[src/rtl/mts_pkg.sv]
package mts_pkg;
  localparam int unsigned MTS_THREADS_DEF  = 4;
  localparam int unsigned MTS_MISS_LAT_DEF = 2;
endpackage

[src/rtl/mts_rr_pick.sv]
module mts_rr_pick #(
  parameter int unsigned N  = 4,
  parameter int unsigned TW = $clog2(N)
) (
  input  logic [N-1:0]  elig,
  input  logic [TW-1:0] start,
  output logic          gnt_valid,
  output logic [TW-1:0] gnt_tid,
  output logic [N-1:0]  gnt_onehot
);
  int unsigned idx;

  always_comb begin
    gnt_valid = 1'b0;
    gnt_tid   = '0;
    idx       = 0;
    for (int unsigned i = 0; i < N; i++) begin
      idx = (int'(start) + i) % N;
      if (!gnt_valid && elig[idx]) begin
        gnt_valid = 1'b1;
        gnt_tid   = TW'(idx);
      end
    end
    gnt_onehot = gnt_valid ? (N'(1) << gnt_tid) : '0;
  end
endmodule

[src/rtl/mts_thread_ctx.sv]
module mts_thread_ctx #(
  parameter int unsigned LAT = 2
) (
  input  logic clk,
  input  logic rst_n,
  input  logic ready,
  input  logic granted,
  input  logic granted_load,
  input  logic miss,
  input  logic fill,
  output logic eligible,
  output logic flush
);
  logic           avail;
  logic [LAT-1:0] ld_hist;
  logic [LAT-1:0] is_hist;
  logic           miss_ok;

  assign miss_ok  = miss & ld_hist[LAT-1];
  assign eligible = avail & ready & ~miss_ok;
  assign flush    = miss_ok & (|is_hist[LAT-2:0]);

  always_ff @(posedge clk) begin
    if (!rst_n) begin
      avail   <= 1'b1;
      ld_hist <= '0;
      is_hist <= '0;
    end else if (miss_ok) begin
      avail   <= 1'b0;
      ld_hist <= '0;
      is_hist <= '0;
    end else begin
      if (fill) avail <= 1'b1;
      ld_hist <= {ld_hist[LAT-2:0], granted_load};
      is_hist <= {is_hist[LAT-2:0], granted};
    end
  end
endmodule

[src/rtl/mts_issue_sched.sv]
module mts_issue_sched #(
  parameter int unsigned N_THREADS = mts_pkg::MTS_THREADS_DEF,
  parameter int unsigned MISS_LAT  = mts_pkg::MTS_MISS_LAT_DEF,
  localparam int unsigned TW       = $clog2(N_THREADS)
) (
  input  logic                 clk,
  input  logic                 rst_n,
  input  logic [N_THREADS-1:0] thr_ready,
  input  logic                 issue_load,
  input  logic [N_THREADS-1:0] ld_miss,
  input  logic [N_THREADS-1:0] fill_ret,
  output logic                 issue_valid,
  output logic [TW-1:0]        issue_tid,
  output logic                 idle,
  output logic [N_THREADS-1:0] flush_req
);
  logic [N_THREADS-1:0] elig;
  logic [N_THREADS-1:0] gnt_oh;
  logic [TW-1:0]        rr_ptr;

  for (genvar t = 0; t < N_THREADS; t++) begin : g_ctx
    mts_thread_ctx #(.LAT(MISS_LAT)) u_ctx (
      .clk          (clk),
      .rst_n        (rst_n),
      .ready        (thr_ready[t]),
      .granted      (gnt_oh[t]),
      .granted_load (gnt_oh[t] & issue_load),
      .miss         (ld_miss[t]),
      .fill         (fill_ret[t]),
      .eligible     (elig[t]),
      .flush        (flush_req[t])
    );
  end

  mts_rr_pick #(.N(N_THREADS), .TW(TW)) u_pick (
    .elig       (elig),
    .start      (rr_ptr),
    .gnt_valid  (issue_valid),
    .gnt_tid    (issue_tid),
    .gnt_onehot (gnt_oh)
  );

  assign idle = ~issue_valid;

  always_ff @(posedge clk) begin
    if (!rst_n) begin
      rr_ptr <= '0;
    end else if (issue_valid) begin
      rr_ptr <= (int'(issue_tid) == N_THREADS - 1) ? '0 : issue_tid + TW'(1);
    end
  end
endmodule

[config.mk]
export PLATFORM = sky130hd
export DESIGN_NAME = mts_issue_sched
export DESIGN_NICKNAME = d
export VERILOG_FILES = /design/src/rtl/mts_pkg.sv /design/src/rtl/mts_rr_pick.sv /design/src/rtl/mts_thread_ctx.sv /design/src/rtl/mts_issue_sched.sv
export SDC_FILE = /design/constraint.sdc
export NUM_CORES = 1
export LEC_CHECK = 0
export BUFFER_PORTS_ARGS = -buffer_cell sky130_fd_sc_hd__buf_4
export CAP_MARGIN = 20
export CELL_PAD_IN_SITES_DETAIL_PLACEMENT = 0
export CELL_PAD_IN_SITES_GLOBAL_PLACEMENT = 1
export CORE_MARGIN = 2
export CORE_UTILIZATION = 35
export CTS_CLUSTER_DIAMETER = 120
export DETAILED_ROUTE_END_ITERATION = 8
export HOLD_SLACK_MARGIN = 0.03
export PLACE_DENSITY_LB_ADDON = 0.15
export RECOVER_POWER = 100
export SYNTH_ARGS = -nofsm -noshare
export SYNTH_HDL_FRONTEND = slang
export SYNTH_SLANG_ARGS = --single-unit
[constraint.sdc]
create_clock -name clk -period 4.2 [get_ports clk]
set_input_delay 0 -clock clk [delete_from_list [all_inputs] [get_ports clk]]
set_output_delay 0 -clock clk [all_outputs]
set_load 0.01 [all_outputs]
==> Word level (Yosys, flattened, before mapping) <==
Index checks and enable logic that the tools add are counted.
{ "classes": {"addsub": 4, "mul": 0, "div_mod_pow": 0, "order_cmp": 4, "eq_ne": 1, "n_shift": 1, "muxes": 26, "bitwise": 26, "n_reduce_logical": 14} }
{ "op_table": {"columns": ["op", "n"], "rows": [
  ["$and A1 B1 Y1", 20],
  ["$mux W1", 16],
  ["$lt A2 B3 Y1 const B", 4],
  ["$mux W2", 5],
  ["$bmux W1 S2", 4],
  ["$reduce_bool A2 Y1", 4],
  ["$reduce_or A2 Y1", 4],
  ["$not A1 Y1", 6],
  ["$add A2 B1 Y2 const B", 2],
  ["$add A2 B2 Y2 const B", 2],
  ["$mux W4", 1],
  ["$shl A1 B2 Y4 const A", 1],
  ["$logic_and A1 B1 Y1", 3],
  ["$logic_not A1 Y1", 3],
  ["$eq A2 B2 Y1 const B", 1]
]} }
{ "word_totals": {"ff_bits": 18, "latch_bits": 0, "ram_bits": 0, "romBits": 0, "in_bits": 15, "out_inout_bits": 8, "word_cells": 89, "mem_count": 0} }

==> Longest topological paths before layout <==
Gate-level depths: netlist of the first run.
{ "depth": {"word_depth": 18, "mapped_depth": 9, "depth_no_buf": 8} }

==> Hierarchy <==
Synthesis of the first run repeated with hierarchy kept, for this count alone.
{ "hier_totals": {"cells_unflattened": 92, "hier_area_um2": 817.0} }
{ "by_module_without_submodules": {"columns": ["module", "instances", "cells_per_inst", "area_per_inst_um2", "seq_area_each_um2"], "rows": [
  ["mts_thread_ctx", 4, 12, 128.9, 80.1],
  ["mts_rr_pick", 1, 32, 182.7, 0.0],
  ["mts_issue_sched", 1, 12, 118.9, 40.0]
]} }

==> Least setup slack after synthesis of the first run <==
Ideal clock, no wire load.
{ "synth_timing": {"path_kind": "reg2reg", "start": "reg g_ctx[3].u_ctx.ld_hist[1]", "end": "reg rr_ptr[0]", "setup_time_ns": 0.101, "arrival_time_ns": 2.044, "setup_slack_ns": 2.055, "path_stages_with_launch": 9, "n_path_buf": 1, "synth_period_minus_slack_ns": 2.145, "path_cell_list": "dfxtp_1 nand2_2 and3_4 or4_4 buf_6 clkinv_4 a21boi_0 ha_1 o41ai_1"} }
{ "synth_via": {"elab_cells_between_ends": 28} }
{ "synth_rtl": {"columns": ["item", "line", "text"], "rows": [
  ["from (decl)", "mts_thread_ctx.sv:15", "logic [LAT-1:0] ld_hist;"],
  ["from (signal assigned)", "mts_thread_ctx.sv:34", "ld_hist <= {ld_hist[LAT-2:0], granted_load};"],
  ["$and A1 B1 Y1 (*)", "mts_thread_ctx.sv:19", "assign miss_ok = miss & ld_hist[LAT-1];"],
  ["$not A1 Y1 (*)", "mts_thread_ctx.sv:20", "assign eligible = avail & ready & ~miss_ok;"],
  ["$and A1 B1 Y1 (*)", "mts_thread_ctx.sv:20", null],
  ["$bmux W1 S2", "mts_rr_pick.sv:19", "if (!gnt_valid && elig[idx]) begin"],
  ["$mux W1 (not written as such)", "mts_rr_pick.sv:19", null],
  ["$mux W1", "mts_rr_pick.sv:19", null],
  ["$logic_not A1 Y1", "mts_rr_pick.sv:19", null],
  ["$logic_and A1 B1 Y1", "mts_rr_pick.sv:19", null],
  ["$mux W1", "mts_rr_pick.sv:19", null],
  ["$logic_not A1 Y1", "mts_rr_pick.sv:19", null],
  ["$logic_and A1 B1 Y1", "mts_rr_pick.sv:19", null],
  ["$mux W1", "mts_rr_pick.sv:19", null],
  ["$logic_not A1 Y1", "mts_rr_pick.sv:19", null],
  ["$logic_and A1 B1 Y1", "mts_rr_pick.sv:19", null],
  ["$mux W1 (*)", "mts_rr_pick.sv:19", null],
  ["via issue_valid", "mts_issue_sched.sv:12", "output logic issue_valid,"],
  ["to (signal assigned)", "mts_issue_sched.sv:49", "rr_ptr <= (int'(issue_tid) == N_THREADS - 1) ? '0 : issue_tid + TW'(1);"],
  ["to (decl)", "mts_issue_sched.sv:19", "logic [TW-1:0] rr_ptr;"]
]} }
Mark *: on every way through the listed nets, which the timed path passes. The rest lies on a longest branch. The select of a mux whose other input is x is not followed.
A chain may end at the register's enable or synchronous reset.

==> Final worst setup path of the first run <==
{ "layout_timing": {"start": "reg g_ctx[3].u_ctx.ld_hist[1]", "end": "reg rr_ptr[0]"} }
{ "layout_via": {"elab_chain_cells": 17, "elab_cells_between_ends": 28} }
{ "layout_rtl": {"columns": ["item", "line"], "rows": [
  ["$and A1 B1 Y1 (*)", "mts_thread_ctx.sv:19"],
  ["$not A1 Y1 (*)", "mts_thread_ctx.sv:20"],
  ["$and A1 B1 Y1 (*)", "mts_thread_ctx.sv:20"],
  ["$bmux W1 S2", "mts_rr_pick.sv:19"],
  ["$mux W1 (not written as such)", "mts_rr_pick.sv:19"],
  ["$mux W1", "mts_rr_pick.sv:19"],
  ["$logic_not A1 Y1", "mts_rr_pick.sv:19"],
  ["$logic_and A1 B1 Y1", "mts_rr_pick.sv:19"],
  ["$mux W1", "mts_rr_pick.sv:19"],
  ["$logic_not A1 Y1", "mts_rr_pick.sv:19"],
  ["$logic_and A1 B1 Y1", "mts_rr_pick.sv:19"],
  ["$mux W1", "mts_rr_pick.sv:19"],
  ["$logic_not A1 Y1", "mts_rr_pick.sv:19"],
  ["$logic_and A1 B1 Y1", "mts_rr_pick.sv:19"],
  ["$mux W2", "mts_rr_pick.sv:19"],
  ["$add A2 B1 Y2 or $eq A2 B2 Y1 (tied branches)", "mts_issue_sched.sv:49"],
  ["$mux W2", "mts_issue_sched.sv:49"]
]} }
Every way passes the cells marked *; elsewhere a longest branch is shown, timed or not. The select of a mux whose other input is x is not followed.

==> results.md, run 1 <==
* Synth area leader: dfxtp_1
* Critical Path RT at 4.39 ns
* Number of global-route vias before repair at between 600 and 700
* Ant diodes at 0
* Slew HR at approximately 76%
* Core area at 0.00219 mm²
* Synthesized area per cell at 9.18 µm²
* Final Critical Period at between 2 and 3 ns
* Top-area cell type share of the netlist area at between 40% and 50%
* Ranking of synthesized cells by area: dfxtp_1 45%, and3_1 6.3%, ha_1 6.3%, nor2_1 5.2%, buf_4 3.8%
* Worst path buffer plus inverter count at 1
* Cell Rows at 17
* Max rail drop VDD at between 200 and 250 µV
* Period utilization at 60.0%
* Critical path class: reg2reg
* Status: completed
* GP Congestion at 0.797
* Worst-path clk slew at about 0.1 ns
* Dpl ws at 2.05 ns
* Nets at 135
* Initial antenna violation count at 0
* Skew-Pair Late Insertion Delay at 0.28 ns
* CP endpoint kind: register
* Final Max Tran Viols at 0
* Fmax at about 0.4 GHz
* Post-DP Area at roughly 950 µm²
* Worst-path fanout max at 8
* Die H at between 50 and 60 µm
* Num CTS Buffers at 3
* Port Buffer Count at 22
* Clock Skew at between 0.007 and 0.008 ns
* Worst path slowest cell: or4_1
* Share of cells above drive strength 1 at 21.1%
* Root buf cell: clkbuf_4
* Total GRT Usage at 14.2%
* CP arrival at 2.70 ns
* DRT antenna net count at 0
* Initial Util at 36.4%
* DRT Pass-1 Iters at 2
* Unique cell type count in the Yosys netlist at 27
* Total wire length at 1680 µm
* RSZ-0062 raised after global routing: false
* DRT iter0 DRCs at 5
* Syn nets at around 110
* Final Cell Area at 0.00101 mm²
* Measured slew at the worst slew-check pin at about 0.36 ns
* Setup WS post-layout at 1.68 ns
* Fin. Hold Viols at 0
* Largest net degree at the start of global routing at 15
* Leakage power at between 0.0004 and 0.0005 µW
* HPWL after detailed placement at 1260 µm
* Min-delay worst type: in2reg
* Htree depth at 1
* Post-cts repair resize count at 0
* Warnings, synthesis at 0
* Total congestion overflow at 0
* CTS tree: built
* DR vias/cell at just under 5
* CTS Buffer Depth at 2
* CP max stage delay at 0.66 ns
* Drt wl/cell at 11.9 µm
* Mapped cell area at 798 µm²
* Area delta synth->final at 27.0%
* Via Count at between 600 and 700
* Syn Inst Count at 87
* Pwr per Cell Area at 417 mW/mm²
* Worst setup SP type: register
* First-pass GRT wire length at 2850 µm
* Clock sink total at 18
* CP Cell Sequence: nand2_1 -> and3_1 -> or4_1 -> clkinvlp_2 -> a21boi_0 -> ha_1 -> o41ai_1
* Max cap viols at 0
* Setup_tns at 0 ns
* Setup violators final at 0
* Yosys reg bits at 18
* Die Area at 0.00268 mm²
* Register area share after synthesis at 45.1%
* DRC viols at 0
* IO Pins at 23
* Family with the most delay on the worst path: simple AND/OR/NAND/NOR gates
* DIE WIDTH at 51.8 µm
## final cells by class
cell class	instances	area (µm²)
timing repair buffer	30	223
fill	228	1180
clock buffer	3	22.5
multi-input combinational	59	357
tap	28	35.0
inverter	4	16.3
sequential	18	360
## cell usage after synthesis
cell type  number
nand3_1         5
o211a_1         1
and3_2          2
a22oi_1         1
clkbuf_1        1
ha_1            4
o21a_1          1
a2bb2oi_1       1
o41ai_1         1
buf_4           4
buf_6           1
a211oi_2        1
nand2_2         1
o22ai_1         1
and3_4          2
clkinv_4        1
and3_1          8
inv_1           3
a21boi_0        1
nand3b_1        1
dfxtp_1        18
a21oi_1         2
o22a_2          1
nand2_1         8
or4_4           1
nor2_1         11
o21ai_0         5
## placed cells by master, fill, tap and decap left out, drive strengths merged
master,n
nand2,9
a22oi,1
dfxtp,18
o41ai,1
nand3,5
clkinvlp,1
dlygate4sd3,8
and3,12
o21ai,5
inv,3
ha,4
o211a,1
a21boi,1
a21oi,2
nand3b,1
o21a,1
nor2,11
buf,16
or4,1
a211oi,1
clkbuf,9
a2bb2oi,1
o22ai,1
o22a,1
## timing repair
| item | in CTS | in global routing |
|---|---|---|
| buffers inserted | 0 | 0 |
| endpoints found under the hold margin | 4 | 0 |
| hold buffers | 8 | 0 |
## stage by stage
stage / total power [µW] / hold WS, ns / util, % / instances
2_1_floorplan: 304 / 0.133 / - / 87
3_3_place_gp: 354 / 0.223 / 43.5 / 131
3_5_place_dp: 352 / 0.224 / 43.5 / 131
4_1_cts: 439 / 0.0475 / 48.2 / 142
5_1_grt: 455 / 0.0566 / 46.3 / 142
6_report: 422 / 0.0490 / 46.3 / 142
## power breakdown
part | internal, µW | total (µW) | leakage (µW) | switching, µW
clock | 33.2 | 82.8 | 0.0000138 | 49.6
combinational | 59.1 | 128 | 0.000292 | 69.0
sequential | 195 | 212 | 0.000147 | 16.2
total | 288 | 422 | 0.000453 | 135
## worst paths after layout
path,from,to,slack (ns),depth (start not counted)
setup / recovery,g_ctx[3].u_ctx.ld_hist[1],rr_ptr[0],1.68,7
hold / removal,issue_load,g_ctx[3].u_ctx.ld_hist[0],0.05,3
setup reg to reg,g_ctx[3].u_ctx.ld_hist[1],rr_ptr[0],1.68,7
hold reg to reg,g_ctx[0].u_ctx.ld_hist[0],g_ctx[0].u_ctx.ld_hist[1],0.47,1
## per-layer routing
metal  vias up  global-route usage (%)  part of all wire (%)
li1        356                       -                     -
met1       321                    18.6                    49
met2        16                    22.6                    45
met3         2                    3.16                   4.8
met4         0                    5.26                  0.71
met5         -                       0                     0
## worst reg2reg max path, stage by stage (launching register included)
cell	delay (ns)
dfxtp_1	0.34
nand2_1	0.10
and3_1	0.26
or4_1	0.66
clkinvlp_2	0.27
a21boi_0	0.20
ha_1	0.24
o41ai_1	0.36
## state kept, by name (all words and copies together) (netlist names)
| name | cells |
|---|---|
| g_ctx.u_ctx.avail | 4 |
| g_ctx.u_ctx.is_hist | 4 |
| g_ctx.u_ctx.ld_hist | 8 |
| rr_ptr | 2 |
## kinds of logic (layout without fill, tap and decap cells)
| group | Yosys count | count (layout) | share of synthesized area [%] |
|---|---|---|---|
| flip-flops | 18 | 18 | 45.1 |
| buffers and inverters | 10 | 37 | 8.15 |
| AO/OA/AOI/OAI | 16 | 16 | 14.3 |
| adder cells (fa/ha/maj) | 4 | 4 | 6.27 |
| AND/OR/NAND/NOR | 39 | 39 | 26.2 |
(Power assumes the default switching activity.)
==> inputs of run 2 (changes only) <==
--- a/config.mk
+++ b/config.mk
@@ -10,7 +10,7 @@
 export CELL_PAD_IN_SITES_DETAIL_PLACEMENT = 0
 export CELL_PAD_IN_SITES_GLOBAL_PLACEMENT = 1
 export CORE_MARGIN = 2
-export CORE_UTILIZATION = 35
+export CORE_UTILIZATION = 33
 export CTS_CLUSTER_DIAMETER = 120
 export DETAILED_ROUTE_END_ITERATION = 8
 export HOLD_SLACK_MARGIN = 0.03
==> constraint.sdc (replaced) <==
create_clock -name clk -period 2.07 [get_ports clk]
set_input_delay 0 -clock clk [delete_from_list [all_inputs] [get_ports clk]]
set_output_delay 0 -clock clk [all_outputs]
set_load 0.01 [all_outputs]
==> run 2 against run 1 <==
Clock power up 98%. Die area increased by 5.6%. Critical endpoint unchanged. Critical path type unchanged. Core utilization is 0.47 points higher. First-iteration DRC count shrank 80%. Sequential cell count did not move. Sequential power up 100%. Global-route usage about the same. Highest routed layer unchanged.
==> results.md, run 2 (same netlist as run 1, synthesis figures left out) <==
* Status: completed
* Worst r2r src: g_ctx[3].u_ctx.ld_hist[1]
* Core area at 0.00225 mm²
* FF-to-FF End: rr_ptr[0]
* R2r setup slk at 0.11 ns
* GP Congestion at 0.799
* Fmax at 0.511 GHz
* Max rail drop VDD at 383 µV
* Area delta synth->final at 32.0%
* Nets at 138
* Htree depth at 1
* Largest register FFs at 8
* Largest net degree at the start of global routing at 15
* Port Buffer Count at 22
* DR vias/cell at 4.79
* Root buf cell: clkbuf_4
* Critical Path End: rr_ptr[0]
* Critical path class: reg2reg
* Dpl ws at 0.0556 ns
* CP endpoint kind: register
* Pwr per Cell Area at 820 mW/mm²
* Most frequent cells in the layout: 17 x dfxtp_1, 16 x buf_4, 11 x nor2_1
* Fin. Hold Viols at 0
* HPWL after detailed placement at 1260 µm
* Slew HR at 84.6%
* Period utilization at 94.6%
* Total wire length at 1710 µm
* Leakage power at 0.000472 µW
* CP startpoint: g_ctx[3].u_ctx.ld_hist[1]
* Most common cell after layout, fill and taps aside: dfxtp_1
* Clock Skew at approximately 0.00057 ns
* DIE WIDTH at 53.2 µm
* Clock sink total at 18
* Final Max Tran Viols at 0
* Skew-Pair Late Insertion Delay at 0.28 ns
* Num CTS Buffers at 3
* DRT iter0 DRCs at 1
* DRT antenna net count at 0
* Clock power frac at between 10% and 20%
* IO Pins at 23
* Die Area at approximately 0.0028 mm²
* Cell Rows at 17
* Initial Util at 35.4%
* Comb power frac at 31.3%
* Filler cell count at 246
* Min-delay worst type: in2reg
* Worst setup SP type: register
* First-pass GRT wire length at roughly 2900 µm
* CTS tree: built
* DRC viols at 0
* DRT Pass-1 Iters at 4
* Measured slew at the worst slew-check pin at between 0.2 and 0.25 ns
* Most flops, register: g_ctx.u_ctx.ld_hist
* Net Switching at 272 µW
* RSZ-0062 raised after global routing: false
* Max cap viols at 0
* Via Count at approximately 700
* Setup_tns at 0 ns
* Worst-path fanout max at 5
* Worst-path clk slew at about 0.090 ns
* Setup violators final at 0
* Switching share of power at between 30% and 40%
* Setup WS post-layout at 0.111 ns
* Worst Reg-to-Reg Cells at 7
* Fin util at 46.7%
* Total congestion overflow at 0
* Internal at 592 µW
* CP arrival at 2.15 ns
* Share of power burned in registers at ~50%
* Ant diodes at 0
* Critical Path RT at 2.26 ns
* Number of global-route vias before repair at 644
* Final Critical Period at 1.96 ns
* Drt wl/cell at 11.8 µm
* Total GRT Usage at between 10% and 20%
* Initial antenna violation count at 0
* CTS Buffer Depth at 2
* Share of cells above drive strength 1 at 27.4%
* Die H at 53.2 µm
* Top flop regs: g_ctx.u_ctx.ld_hist: 8 flops, g_ctx.u_ctx.avail: 4 flops, g_ctx.u_ctx.is_hist: 4 flops
[run 2: changes by cell type in the layout (fill, tap and decap cells not counted), sizes merged]
| cell | delta |
|---|---|
| clkbuf | +3 |
| clkinvlp | -1 |
| clkinv | +1 |
[run 2: what timing repair did]
action | 4_1_cts | 5_1_grt
hold buffers | 8 | 0
buffers inserted | 0 | 1
hold endpoints to repair | 4 | 0
gates resized for setup | 0 | 4
endpoints found under the setup margin | 0 | 4
[run 2: cell type report]
class                           instances  area [µm²]  area share, %
Inverter                                4        20.0           1.90
Timing Repair Buffer                   33         241           22.9
Sequential cell                        18         362           34.3
Clock buffer                            3        22.5           2.14
Multi-Input combinational cell         59         373           35.4
Tap cell                               28        35.0           3.33
[run 2: stage by stage]
step	instances	instance area [µm²]	hold WS (ns)	power, µW
2_1_floorplan	87	798	0.133	619
4_1_cts	144	1070	0.0316	893
6_report	145	1050	0.0324	864
3_3_place_gp	133	968	0.227	720
5_1_grt	145	1050	0.0428	939
3_5_place_dp	133	968	0.224	719
[run 2: worst max-delay path, cell delays in order, from the launching register on]
cell      delay, ns
dfxtp_1        0.35
nand2_2        0.08
and3_4         0.21
or4_4          0.57
clkinv_4       0.07
a21boi_1       0.09
ha_2           0.19
o41ai_1        0.31
[run 2: power groups by stage]
stage / clock [µW] / sequential, µW / combinational (µW)
4_1_cts: 172 / 429 / 292
2_1_floorplan: 0 / 427 / 191
3_3_place_gp: 0 / 435 / 286
3_5_place_dp: 0 / 437 / 282
6_report: 164 / 430 / 270
5_1_grt: 191 / 437 / 311
[run 2: per-layer routing]
| metal | vias up | wire length [µm] | GRT usage, % |
|---|---|---|---|
| met4 | 0 | 27 | 8.97 |
| met1 | 315 | 799 | 17.6 |
| met3 | 2 | 67 | 1.69 |
| met2 | 14 | 811 | 22.9 |
| li1 | 363 | - | - |
| met5 | - | 0 | 0 |
[run 2: worst min path at each step]
stage,from,endpoint,slack (ns),cells past startpoint
detailed placement,fill_ret[2],g_ctx[2].u_ctx.avail,0.22,3
global route,issue_load,g_ctx[1].u_ctx.ld_hist[0],0.04,3
CTS,issue_load,g_ctx[3].u_ctx.ld_hist[0],0.03,3
finish,issue_load,g_ctx[3].u_ctx.ld_hist[0],0.03,3
floorplan,fill_ret[0],g_ctx[0].u_ctx.avail,0.13,2
global placement,fill_ret[3],g_ctx[3].u_ctx.avail,0.23,3
==> inputs of run 3 (changes only) <==
--- a/config.mk
+++ b/config.mk
@@ -10,12 +10,13 @@
 export CELL_PAD_IN_SITES_DETAIL_PLACEMENT = 0
 export CELL_PAD_IN_SITES_GLOBAL_PLACEMENT = 1
 export CORE_MARGIN = 2
-export CORE_UTILIZATION = 33
+export CORE_UTILIZATION = 35
 export CTS_CLUSTER_DIAMETER = 120
 export DETAILED_ROUTE_END_ITERATION = 8
 export HOLD_SLACK_MARGIN = 0.03
 export PLACE_DENSITY_LB_ADDON = 0.15
 export RECOVER_POWER = 100
+export SKIP_LAST_GASP = 1
 export SYNTH_ARGS = -nofsm -noshare
 export SYNTH_HDL_FRONTEND = slang
 export SYNTH_SLANG_ARGS = --single-unit
==> constraint.sdc (replaced) <==
create_clock -name clk -period 2.32 [get_ports clk]
set_input_delay 0 -clock clk [delete_from_list [all_inputs] [get_ports clk]]
set_output_delay 0 -clock clk [all_outputs]
set_load 0.01 [all_outputs]
==> run 3 against run 2 <==
Via count is 0.58% lower. Clock power decreased by 9%. Power down 10%. Global-route usage is essentially flat. Sequential cell count did not move. Non-clock buffer count decreased by 3. Sequential share of layout area is 0.67 points higher. Core utilization is 0.28 points higher. Combinational power fell by 10%. Register-to-register slack better by 0.08 ns. Design area decreased by 2.3%. Critical endpoint unchanged.
==> results.md, run 3 (same netlist as run 1, synthesis figures left out) <==
* Total congestion overflow at 0
* Dpl ws at 0.171 ns
* Number of global-route vias before repair at 691
* GP Congestion at 0.797
* Leakage power at between 0.0004 and 0.0005 µW
* Ant diodes at 0
* Max cap viols at 0
* Period utilization at 91.6%
* Clock Skew at roughly 0.0073 ns
* Pwr per Cell Area at 752 mW/mm²
* Top flop regs: g_ctx.u_ctx.ld_hist: 8 flops, g_ctx.u_ctx.avail: 4 flops, g_ctx.u_ctx.is_hist: 4 flops
* Final Critical Period at 2.13 ns
* Largest net degree at the start of global routing at 15
* Htree depth at 1
* CP arrival at 2.31 ns
* Max rail drop VDD at 373 µV
* Slew HR at 81.7%
* Skew-Pair Late Insertion Delay at 0.28 ns
* Nets at roughly 140
* CP endpoint kind: register
* Die Area at 0.00268 mm²
* Initial Util at a little over a third
* Post-DP Area at 953 µm²
* Setup WS post-layout at 0.194 ns
* CTS Buffer Depth at 2
* Via Count at 690
* CTS tree: built
* Clock sink total at 18
* DIE WIDTH at between 50 and 60 µm
* Most common cell after layout, fill and taps aside: dfxtp_1
* Measured slew at the worst slew-check pin at 0.271 ns
* DRC viols at 0
* Critical Path RT at roughly 2.5 ns
* Die H at 51.8 µm
* Fin. Hold Viols at 0
* Largest register FFs at 8
* Total GRT Usage at between 10% and 20%
* Setup violators final at 0
* IO Pins at 23
* Core area at ~0.0022 mm²
* Most frequent cells in the layout: 18 x dfxtp_1, 17 x buf_4, 11 x nor2_1
* Setup_tns at 0 ns
* DR vias/cell at 4.86
* Min-delay worst type: in2reg
* Fin util at a little under half
* Share of cells above drive strength 1 at about a quarter
* Cell Rows at 17
* DRT Pass-1 Iters at 2
* Worst-path fanout max at 8
* DRT antenna net count at 0
* Most flops, register: g_ctx.u_ctx.ld_hist
* R2r setup slk at 0.19 ns
* Worst setup SP type: register
* DRT iter0 DRCs at 6
* First-pass GRT wire length at approximately 2800 µm
* Filler cell count at 223
* Status: completed
* Fmax at 0.470 GHz
* Initial antenna violation count at 0
* Critical path class: reg2reg
* Area delta synth->final at 29.0%
* Setup Buffers After CTS at 0
* Final Max Tran Viols at 0
* Port Buffer Count at 22
* Root buf cell: clkbuf_4
* Worst-path clk slew at roughly 0.10 ns
* Drt wl/cell at 11.8 µm
* RSZ-0062 raised after global routing: false
* Num CTS Buffers at 3
* Final Cell Area at 0.00103 mm²
* Total wire length at around 1700 µm
* HPWL after detailed placement at 1260 µm
run 3: worst paths after layout:
kind | startpoint | end | cells after the start
max | g_ctx[3].u_ctx.ld_hist[1] | rr_ptr[0] | 7
min | issue_load | g_ctx[3].u_ctx.ld_hist[0] | 3
max reg2reg | g_ctx[3].u_ctx.ld_hist[1] | rr_ptr[0] | 7
min reg2reg | g_ctx[0].u_ctx.ld_hist[0] | g_ctx[0].u_ctx.ld_hist[1] | 1
run 3: worst max-delay path, cell delays in order, from the launching register on:
cell      delay, ns
dfxtp_1        0.33
nand2_1        0.10
and3_4         0.22
or4_4          0.59
clkinv_4       0.11
a21boi_1       0.11
ha_1           0.21
o41ai_1        0.36
run 3: power by group:
| part | internal, µW | switching [µW] |
|---|---|---|
| Clock | 60.2 | 89.1 |
| Sequential | 354 | 28.3 |
| Combinational | 117 | 126 |
| Total | 531 | 243 |
run 3: through the flow:
stage,total power [µW],hold slack [ns],instances
finish,774,0.0510,142
floorplan,551,0.133,87
detailed placement,638,0.224,131
CTS,795,0.0475,142
global route,836,0.0566,142
global placement,641,0.223,131
run 3: repair_timing:
item | 4_1_cts | 5_1_grt
endpoints found under the setup margin | 0 | 1
hold buffers | 8 | 0
gates resized for setup | 0 | 1
hold endpoints to repair | 4 | 0
run 3: final cells by class:
type | instances | area (µm²) | share of cell area (%)
clock buffers | 3 | 22.5 | 2.19
flip-flops and latches | 18 | 360 | 35.0
multi-input cells | 59 | 365 | 35.5
repair buffers | 30 | 226 | 22.0
inverters | 4 | 20.0 | 1.94
well taps | 28 | 35.0 | 3.40
run 3: routing by layer:
layer,track usage (%),share of wire (%),wire [µm],vias up
met4,5.26,0.72,12,0
met5,0,0,0,-
met1,18.6,49,826,315
met3,3.16,4.6,77,2
li1,-,-,-,357
met2,22.6,45,758,16
